$ cat config.mk
export PLATFORM = sky130hd
export DESIGN_NAME = acia_port
export DESIGN_NICKNAME = d
export VERILOG_FILES = /design/src/rtl/acia_pkg.sv /design/src/rtl/acia_tx.sv /design/src/rtl/acia_rx.sv /design/src/rtl/acia_rxq.sv /design/src/rtl/acia_port.sv
export SDC_FILE = /design/constraint.sdc
export NUM_CORES = 1
export LEC_CHECK = 0
export ABC_AREA = 1
export CAP_MARGIN = 20
export CORE_AREA = 2 2 96 98
export CTS_CLUSTER_SIZE = 28
export DETAILED_ROUTE_END_ITERATION = 8
export DIE_AREA = 0 0 98 100
export PLACE_DENSITY = 0.82
export SLEW_MARGIN = 40
export SYNTH_ARGS = -nofsm -noshare
export SYNTH_HDL_FRONTEND = slang
export SYNTH_HIERARCHICAL = 1
export SYNTH_SLANG_ARGS = --single-unit
$ cat constraint.sdc
create_clock -name clk -period 3.9 [get_ports clk]
set_clock_uncertainty 0.15 [all_clocks]
set_input_delay 0.78 -clock clk [delete_from_list [all_inputs] [get_ports clk]]
set_output_delay 0.78 -clock clk [all_outputs]
set_load 0.005 [all_outputs]
$ cat src/rtl/acia_pkg.sv
package acia_pkg;

    typedef enum logic [1:0] {
        RX_IDLE  = 2'd0,
        RX_START = 2'd1,
        RX_DATA  = 2'd2,
        RX_STOP  = 2'd3
    } rx_state_e;

    localparam logic [1:0] TC_RTS_HIGH = 2'b10;
    localparam logic [1:0] TC_TX_IRQ   = 2'b01;
    localparam logic [1:0] CR_MRESET   = 2'b11;

endpackage

$ cat src/rtl/acia_tx.sv
module acia_tx #(
    parameter int DATA_W = 8,
    parameter int OVS    = 16
) (
    input  logic              clk,
    input  logic              rst_n,
    input  logic              flush,
    input  logic              tick,
    input  logic              load_en,
    input  logic              hold_valid,
    input  logic [DATA_W-1:0] hold_data,
    output logic              take,
    output logic              busy,
    output logic              txd
);
    localparam int FRAME_W = DATA_W + 2;
    localparam int CNT_W   = $clog2(OVS);
    localparam int BIT_W   = $clog2(FRAME_W + 1);

    typedef struct packed {
        logic               busy;
        logic [FRAME_W-1:0] sh;
        logic [CNT_W-1:0]   cnt;
        logic [BIT_W-1:0]   nbit;
    } tx_state_t;

    tx_state_t state_d, state_q;

    always_comb begin
        state_d = state_q;
        take    = 1'b0;
        if (flush) begin
            state_d.busy = 1'b0;
            state_d.sh   = '1;
            state_d.cnt  = '0;
            state_d.nbit = '0;
        end else if (!state_q.busy) begin
            if (hold_valid && load_en) begin
                state_d.busy = 1'b1;
                state_d.sh   = {1'b1, hold_data, 1'b0};
                state_d.cnt  = '0;
                state_d.nbit = '0;
                take         = 1'b1;
            end
        end else if (tick) begin
            state_d.cnt = state_q.cnt + CNT_W'(1);
            if (state_q.cnt == CNT_W'(OVS - 1)) begin
                state_d.cnt  = '0;
                state_d.sh   = {1'b1, state_q.sh[FRAME_W-1:1]};
                state_d.nbit = state_q.nbit + BIT_W'(1);
                if (state_q.nbit == BIT_W'(FRAME_W - 1)) begin
                    state_d.busy = 1'b0;
                end
            end
        end
    end

    always_ff @(posedge clk or negedge rst_n) begin
        if (!rst_n) begin
            state_q <= '{busy: 1'b0, sh: '1, cnt: '0, nbit: '0};
        end else begin
            state_q <= state_d;
        end
    end

    assign busy = state_q.busy;
    assign txd  = state_q.busy ? state_q.sh[0] : 1'b1;

endmodule

$ cat src/rtl/acia_rx.sv
module acia_rx
    import acia_pkg::*;
#(
    parameter int DATA_W = 8,
    parameter int OVS    = 16
) (
    input  logic              clk,
    input  logic              rst_n,
    input  logic              flush,
    input  logic              tick,
    input  logic              rxd_s,
    output logic              valid,
    output logic [DATA_W-1:0] data
);
    localparam int CNT_W = $clog2(OVS);
    localparam int NB_W  = $clog2(DATA_W);
    localparam int HALF  = OVS / 2;

    typedef struct packed {
        rx_state_e         st;
        logic [CNT_W-1:0]  cnt;
        logic [NB_W-1:0]   nbit;
        logic [DATA_W-1:0] sh;
        logic              last;
    } rx_state_t;

    rx_state_t state_d, state_q;

    always_comb begin
        state_d = state_q;
        valid   = 1'b0;
        if (flush) begin
            state_d.st   = RX_IDLE;
            state_d.cnt  = '0;
            state_d.last = 1'b1;
        end else if (tick) begin
            unique case (state_q.st)
                RX_IDLE: begin
                    state_d.last = rxd_s;
                    if (state_q.last && !rxd_s) begin
                        state_d.st  = RX_START;
                        state_d.cnt = '0;
                    end
                end
                RX_START: begin
                    state_d.cnt = state_q.cnt + CNT_W'(1);
                    if (state_q.cnt == CNT_W'(HALF - 1)) begin
                        state_d.cnt  = '0;
                        state_d.nbit = '0;
                        if (!rxd_s) begin
                            state_d.st = RX_DATA;
                        end else begin
                            state_d.st   = RX_IDLE;
                            state_d.last = 1'b1;
                        end
                    end
                end
                RX_DATA: begin
                    state_d.cnt = state_q.cnt + CNT_W'(1);
                    if (state_q.cnt == CNT_W'(OVS - 1)) begin
                        state_d.cnt  = '0;
                        state_d.sh   = {rxd_s, state_q.sh[DATA_W-1:1]};
                        state_d.nbit = state_q.nbit + NB_W'(1);
                        if (state_q.nbit == NB_W'(DATA_W - 1)) begin
                            state_d.st = RX_STOP;
                        end
                    end
                end
                RX_STOP: begin
                    state_d.cnt = state_q.cnt + CNT_W'(1);
                    if (state_q.cnt == CNT_W'(OVS - 1)) begin
                        state_d.cnt  = '0;
                        state_d.st   = RX_IDLE;
                        state_d.last = rxd_s;
                        valid        = rxd_s;
                    end
                end
                default: state_d.st = RX_IDLE;
            endcase
        end
    end

    always_ff @(posedge clk or negedge rst_n) begin
        if (!rst_n) begin
            state_q <= '{st: RX_IDLE, cnt: '0, nbit: '0, sh: '0, last: 1'b1};
        end else begin
            state_q <= state_d;
        end
    end

    assign data = state_q.sh;

endmodule

$ cat src/rtl/acia_rxq.sv
module acia_rxq #(
    parameter int DATA_W = 8,
    parameter int DEPTH  = 4
) (
    input  logic              clk,
    input  logic              rst_n,
    input  logic              flush,
    input  logic              push,
    input  logic [DATA_W-1:0] push_data,
    input  logic              pop,
    output logic [DATA_W-1:0] head,
    output logic [$clog2(DEPTH):0] count
);
    localparam int PTR_W = $clog2(DEPTH);
    localparam int CW    = PTR_W + 1;

    typedef struct packed {
        logic [DEPTH-1:0][DATA_W-1:0] mem;
        logic [PTR_W-1:0]             wp;
        logic [PTR_W-1:0]             rp;
        logic [CW-1:0]                cnt;
    } q_state_t;

    q_state_t state_d, state_q;
    logic     do_push, do_pop;

    always_comb begin
        state_d = state_q;
        do_pop  = pop && (state_q.cnt != '0);
        do_push = push && ((state_q.cnt != CW'(DEPTH)) || do_pop);
        if (flush) begin
            state_d.wp  = '0;
            state_d.rp  = '0;
            state_d.cnt = '0;
        end else begin
            if (do_push) begin
                state_d.mem[state_q.wp] = push_data;
                state_d.wp              = state_q.wp + PTR_W'(1);
            end
            if (do_pop) begin
                state_d.rp = state_q.rp + PTR_W'(1);
            end
            state_d.cnt = state_q.cnt + CW'(do_push) - CW'(do_pop);
        end
    end

    always_ff @(posedge clk or negedge rst_n) begin
        if (!rst_n) begin
            state_q <= '0;
        end else begin
            state_q <= state_d;
        end
    end

    assign head  = state_q.mem[state_q.rp];
    assign count = state_q.cnt;

endmodule

$ cat src/rtl/acia_port.sv
module acia_port
    import acia_pkg::*;
#(
    parameter int DATA_W    = 8,
    parameter int OVS       = 16,
    parameter int RXQ_DEPTH = 4
) (
    input  logic              clk,
    input  logic              rst_n,
    input  logic              reg_sel,
    input  logic              wr_n,
    input  logic              rd_n,
    input  logic [DATA_W-1:0] wdata,
    output logic [DATA_W-1:0] rdata,
    input  logic              baud_tick,
    input  logic              rxd,
    output logic              txd,
    output logic              rts_n,
    input  logic              cts_n,
    output logic              irq
);
    localparam int CNT_W = $clog2(RXQ_DEPTH) + 1;

    typedef struct packed {
        logic              rie;
        logic [1:0]        tc;
        logic [DATA_W-1:0] thr;
        logic              thr_full;
        logic              wr_n_q;
        logic              rd_n_q;
        logic              rxd_m;
        logic              rxd_s;
        logic              cts_m;
        logic              cts_s;
    } port_state_t;

    port_state_t state_d, state_q;

    logic              wr_fall, rd_rise, mreset, pop;
    logic              tx_take, tx_busy;
    logic              rx_valid;
    logic [DATA_W-1:0] rx_data, rx_head;
    logic [CNT_W-1:0]  rxq_count;
    logic              tdre, rdrf, txie, rie, cts_sync;
    logic [DATA_W-1:0] status;

    always_comb begin
        state_d        = state_q;
        wr_fall        = state_q.wr_n_q && !wr_n;
        rd_rise        = !state_q.rd_n_q && rd_n;
        mreset         = wr_fall && !reg_sel && (wdata[1:0] == CR_MRESET);
        pop            = rd_rise && reg_sel;
        state_d.wr_n_q = wr_n;
        state_d.rd_n_q = rd_n;
        state_d.rxd_m  = rxd;
        state_d.rxd_s  = state_q.rxd_m;
        state_d.cts_m  = cts_n;
        state_d.cts_s  = state_q.cts_m;
        if (tx_take) begin
            state_d.thr_full = 1'b0;
        end
        if (wr_fall && reg_sel) begin
            state_d.thr      = wdata;
            state_d.thr_full = 1'b1;
        end
        if (wr_fall && !reg_sel) begin
            if (mreset) begin
                state_d.rie      = 1'b0;
                state_d.tc       = 2'b00;
                state_d.thr_full = 1'b0;
            end else begin
                state_d.rie = wdata[7];
                state_d.tc  = wdata[6:5];
            end
        end
    end

    always_ff @(posedge clk or negedge rst_n) begin
        if (!rst_n) begin
            state_q <= '{rie: 1'b0, tc: 2'b00, thr: '0, thr_full: 1'b0,
                         wr_n_q: 1'b1, rd_n_q: 1'b1, rxd_m: 1'b1,
                         rxd_s: 1'b1, cts_m: 1'b1, cts_s: 1'b1};
        end else begin
            state_q <= state_d;
        end
    end

    acia_tx #(.DATA_W(DATA_W), .OVS(OVS)) u_tx (
        .clk        (clk),
        .rst_n      (rst_n),
        .flush      (mreset),
        .tick       (baud_tick),
        .load_en    (!state_q.cts_s),
        .hold_valid (state_q.thr_full),
        .hold_data  (state_q.thr),
        .take       (tx_take),
        .busy       (tx_busy),
        .txd        (txd)
    );

    acia_rx #(.DATA_W(DATA_W), .OVS(OVS)) u_rx (
        .clk   (clk),
        .rst_n (rst_n),
        .flush (mreset),
        .tick  (baud_tick),
        .rxd_s (state_q.rxd_s),
        .valid (rx_valid),
        .data  (rx_data)
    );

    acia_rxq #(.DATA_W(DATA_W), .DEPTH(RXQ_DEPTH)) u_rxq (
        .clk       (clk),
        .rst_n     (rst_n),
        .flush     (mreset),
        .push      (rx_valid),
        .push_data (rx_data),
        .pop       (pop),
        .head      (rx_head),
        .count     (rxq_count)
    );

    assign tdre     = !state_q.thr_full;
    assign rdrf     = (rxq_count != '0);
    assign txie     = (state_q.tc == TC_TX_IRQ);
    assign rie      = state_q.rie;
    assign cts_sync = state_q.cts_s;
    assign irq      = (rie && rdrf) || (txie && tdre);
    assign rts_n    = (state_q.tc == TC_RTS_HIGH);

    always_comb begin
        status    = '0;
        status[0] = rdrf;
        status[1] = tdre;
        status[3] = cts_sync;
        status[7] = irq;
    end

    assign rdata = reg_sel ? rx_head : status;

endmodule

==> impl_metrics.py <==
metrics = {
    "global_routing": {
        "grt_pass1_wl_microns": 18530,
        "grt_use_met2_pct": 36.88,
        "grt_use_met3_pct": 3.760,
        "grt-busiest-layer": "met2",
        "grt_util_met1_pct": 31.46,
        "grt_pass1_vias": 3971,
        "grt_max_degree": 68,
        "grt.total_usage_pct": 23.06,
        "grt-ovfl-total": 0,
        "antenna_found_initial": 0,
    },
    "logic_synthesis": {
        "syn_area_sq_mm": 0.005089,
        "synth_enable_flop_cells": 0,
        "synth-seq-cells": 94,
        "synth.top_cell.area_share_pct": 37.87,
        "synth_area_leaders": "dfrtp_1, nand2_1, dfstp_2",
        "synth_cell_types": 37,
        "synthTopCellsByCount": "nand2_1, dfrtp_1, inv_1, nor2_1, nand4_1",
        "syn_inst": 607,
        "synthXorXnorAreaFrac_pct": 1.033,
        "syn-num-nets": 640,
        "async_flop_share_pct": 100.0,
        "synth_top_family_by_area": "simple AND/OR/NAND/NOR gates",
        "synth_most_common_cell": "nand2_1",
        "syn_avg_cell_area_sq_um": 8.383,
        "synth_compound_area_share_pct": 8.581,
        "synth_simple_gate_area_share_pct": 29.09,
        "synth_fa_ha_area_share_pct": 4.328,
        "synthFlopType": "dfrtp_1",
        "synth_mux_area_share_pct": 0.3934,
        "yosys.area.top_type": "dfrtp_1",
        "yosys_warnings": 6,
        "yosysSeqAreaShare_pct": 46.64,
    },
    "drt": {
        "drc": 0,
        "drt_pass1_iterations": 5,
        "wire_per_inst_microns": 14.55,
        "drt_wl_total_microns": 10720,
        "antenna_left": 0,
        "vias": 4108,
        "drt_iter0_drc": 262,
        "viasPerCell": 5.574,
    },
    "floorplanning": {
        "rows": 35,
        "die_y_microns": 100,
        "start_util_pct": 57.24,
        "die-area_sq_mm": 0.009800,
        "core_area_sq_mm": 0.008890,
        "die_w_microns": 98,
        "io-pin-count": 27,
    },
    "clock_tree": {
        "ctsRootBufferMaster": "clkbuf_8",
        "numClockSinks": 94,
        "numCtsBuffers": 9,
        "cts_tree": "built",
        "cts_resized": 0,
        "clkTransAtPathRegs_ns": 0.09,
        "cts_hold_buf": 0,
        "clkLatencyLatePin_ns": 0.36,
        "h-tree-depth": 3,
        "post_cts_buffers": 0,
        "cts_buffer_depth": 2,
    },
    "min_path": {
        "hold_depth": 0,
        "hp-class": "reg -> reg",
    },
    "power": {
        "irDropWorstVdd_mv": 0.2102,
        "power.leakage_nw": 2.904,
        "pwr_density_cell_mw_per_mm2": 513.0,
    },
    "critical_path": {
        "slowest_delay_ns": 0.63,
        "worstPathRequired_ns": 2.97,
        "reg2reg_depth": 10,
        "path_cells": "clkdlybuf4s50_1 > buf_4 > inv_1 > a31oi_1 > clkdlybuf4s50_1",
        "path_max_fanout": 10,
        "critPathLaunchType": "primary input",
        "cp_slowest_cell": "clkdlybuf4s50_1",
        "crit_path_end_kind": "output pin",
        "crit_type": "in -> out",
        "critPathMostFrequentCell": "clkdlybuf4s50_1",
        "arrival_ns": 2.46,
    },
    "outcome": {
        "status": "completed",
    },
    "cells_and_area": {
        "syn_to_final_growth_pct": 8.458,
        "drive_gt1_share_pct": 14.22,
        "fin_cells": 737,
        "fin_area_sq_mm": 0.005519,
        "final_nets": 654,
        "antenna_cells": 0,
    },
    "placed_design": {
        "place_area_sq_mm": 0.005303,
        "gp_routability_congestion": 0.8363,
        "place_inst": 721,
        "place_hpwl_microns": 7253,
        "io_buffer_count": 26,
    },
    "sta": {
        "maxSlewHeadroom_pct": 59.13,
        "post-route-period-util_pct": 86.88,
        "fin_crit_ns": 3.388,
        "slew_violations": 0,
        "worst_pin_slew_ns": 0.6130,
        "setup_tns_ns": 0,
        "max_freq_mhz": 295.1,
        "finalSetupViolations": 0,
        "rsz0062_at_grt": "no",
        "hold_viol_final": 0,
    },
    "run": {
        "cap_violations": 0,
    },
}
[final cells by class]
cell class                 count  area (sq um)
multi-input combinational    414          2215
clock buffer                   9         123.9
sequential                    94          2374
timing repair buffer          34         321.6
fill                         742          3371
inverter                      68         257.7
tap                          111         138.9
clock inverter                 7         88.84
[per-layer routing]
layer  wire length, microns  vias up
met5                      0        -
met4                    237        0
met3                    666       22
met2                   5066      164
met1                   4751     1946
li1                       -     1976
[sequential cells by signal, indices dropped and copies added (netlist names)]
| register | flops |
|---|---|
| u_rxq/state_q | 36 |
| u_tx/state_q | 18 |
| state_q | 14 |
| u_rx/state_q | 10 |
| u_rx/data | 8 |
| u_rxq/count | 3 |
| state_d | 2 |
| cts_sync | 1 |
| rie | 1 |
| u_tx/busy | 1 |
[critical path, delay by kind of cell]
family	cells	cell delay, ns
AO/OA/AOI/OAI	1	0.18
buffers and inverters	4	1.49
[final timing paths]
kind                            slack (ns)                         start                       endpoint
worst max-delay path                  0.51                       reg_sel                       rdata[0]
max in group asynchronous             2.62                         rst_n           state_q[5]$_DFF_PN1_
worst min-delay path                  0.21          state_d[2]$_DFF_PN1_           state_q[2]$_DFF_PN1_
worst max register to register        1.25  u_rx/state_q[12]$_DFFE_PN0P_       u_rxq/count[2]$_DFF_PN0_
min in group asynchronous             0.24                         rst_n  u_rxq/state_q[19]$_DFFE_PN0P_
worst min register to register        0.21          state_d[2]$_DFF_PN1_           state_q[2]$_DFF_PN1_
[kinds of logic after synthesis]
| family | after synthesis |
|---|---|
| adder cells (fa/ha/maj) | 17 |
| multiplexers | 2 |
| buffers and inverters | 99 |
| flip-flops | 94 |
| AO/OA/AOI/OAI | 70 |
| AND/OR/NAND/NOR | 319 |
| XOR/XNOR | 6 |
[cell usage in the layout, fill, tap and decap left out, drive strengths merged]
master	instances
nand2	195
dfrtp	77
inv	68
nor2	52
o21ai	43
nand4	39
nand3	27
clkdlybuf4s50	25
dfstp	17
ha	16
a21oi	13
o22ai	11
clkbuf	9
buf	9
clkinv	5
xor2	3
xnor2	3
nor3	3
a31oi	2
bufinv	2
mux2i	2
or2	2
nor4	1
fa	1
o31ai	1
[stage by stage]
step / util, % / power (mW) / worst slack, ns / hold WS [ns]
2_1_floorplan: - / 1.884 / 0.05741 / 0.1952
3_3_place_gp: 59.65 / 2.104 / 0.4297 / 0.1967
3_5_place_dp: 59.65 / 2.143 / 0.3594 / 0.1979
4_1_cts: 62.04 / 2.842 / 0.5335 / 0.2159
5_1_grt: 62.08 / 3.025 / 0.4302 / 0.2077
6_report: 62.08 / 2.831 / 0.5116 / 0.2123
[power by group]
| part | switching, mW | total (mW) | internal, mW |
|---|---|---|---|
| logic | 0.499 | 0.854 | 0.356 |
| registers | 0.128 | 1.28 | 1.15 |
| clock network | 0.343 | 0.700 | 0.358 |
Power figures use the tool's default switching activity.
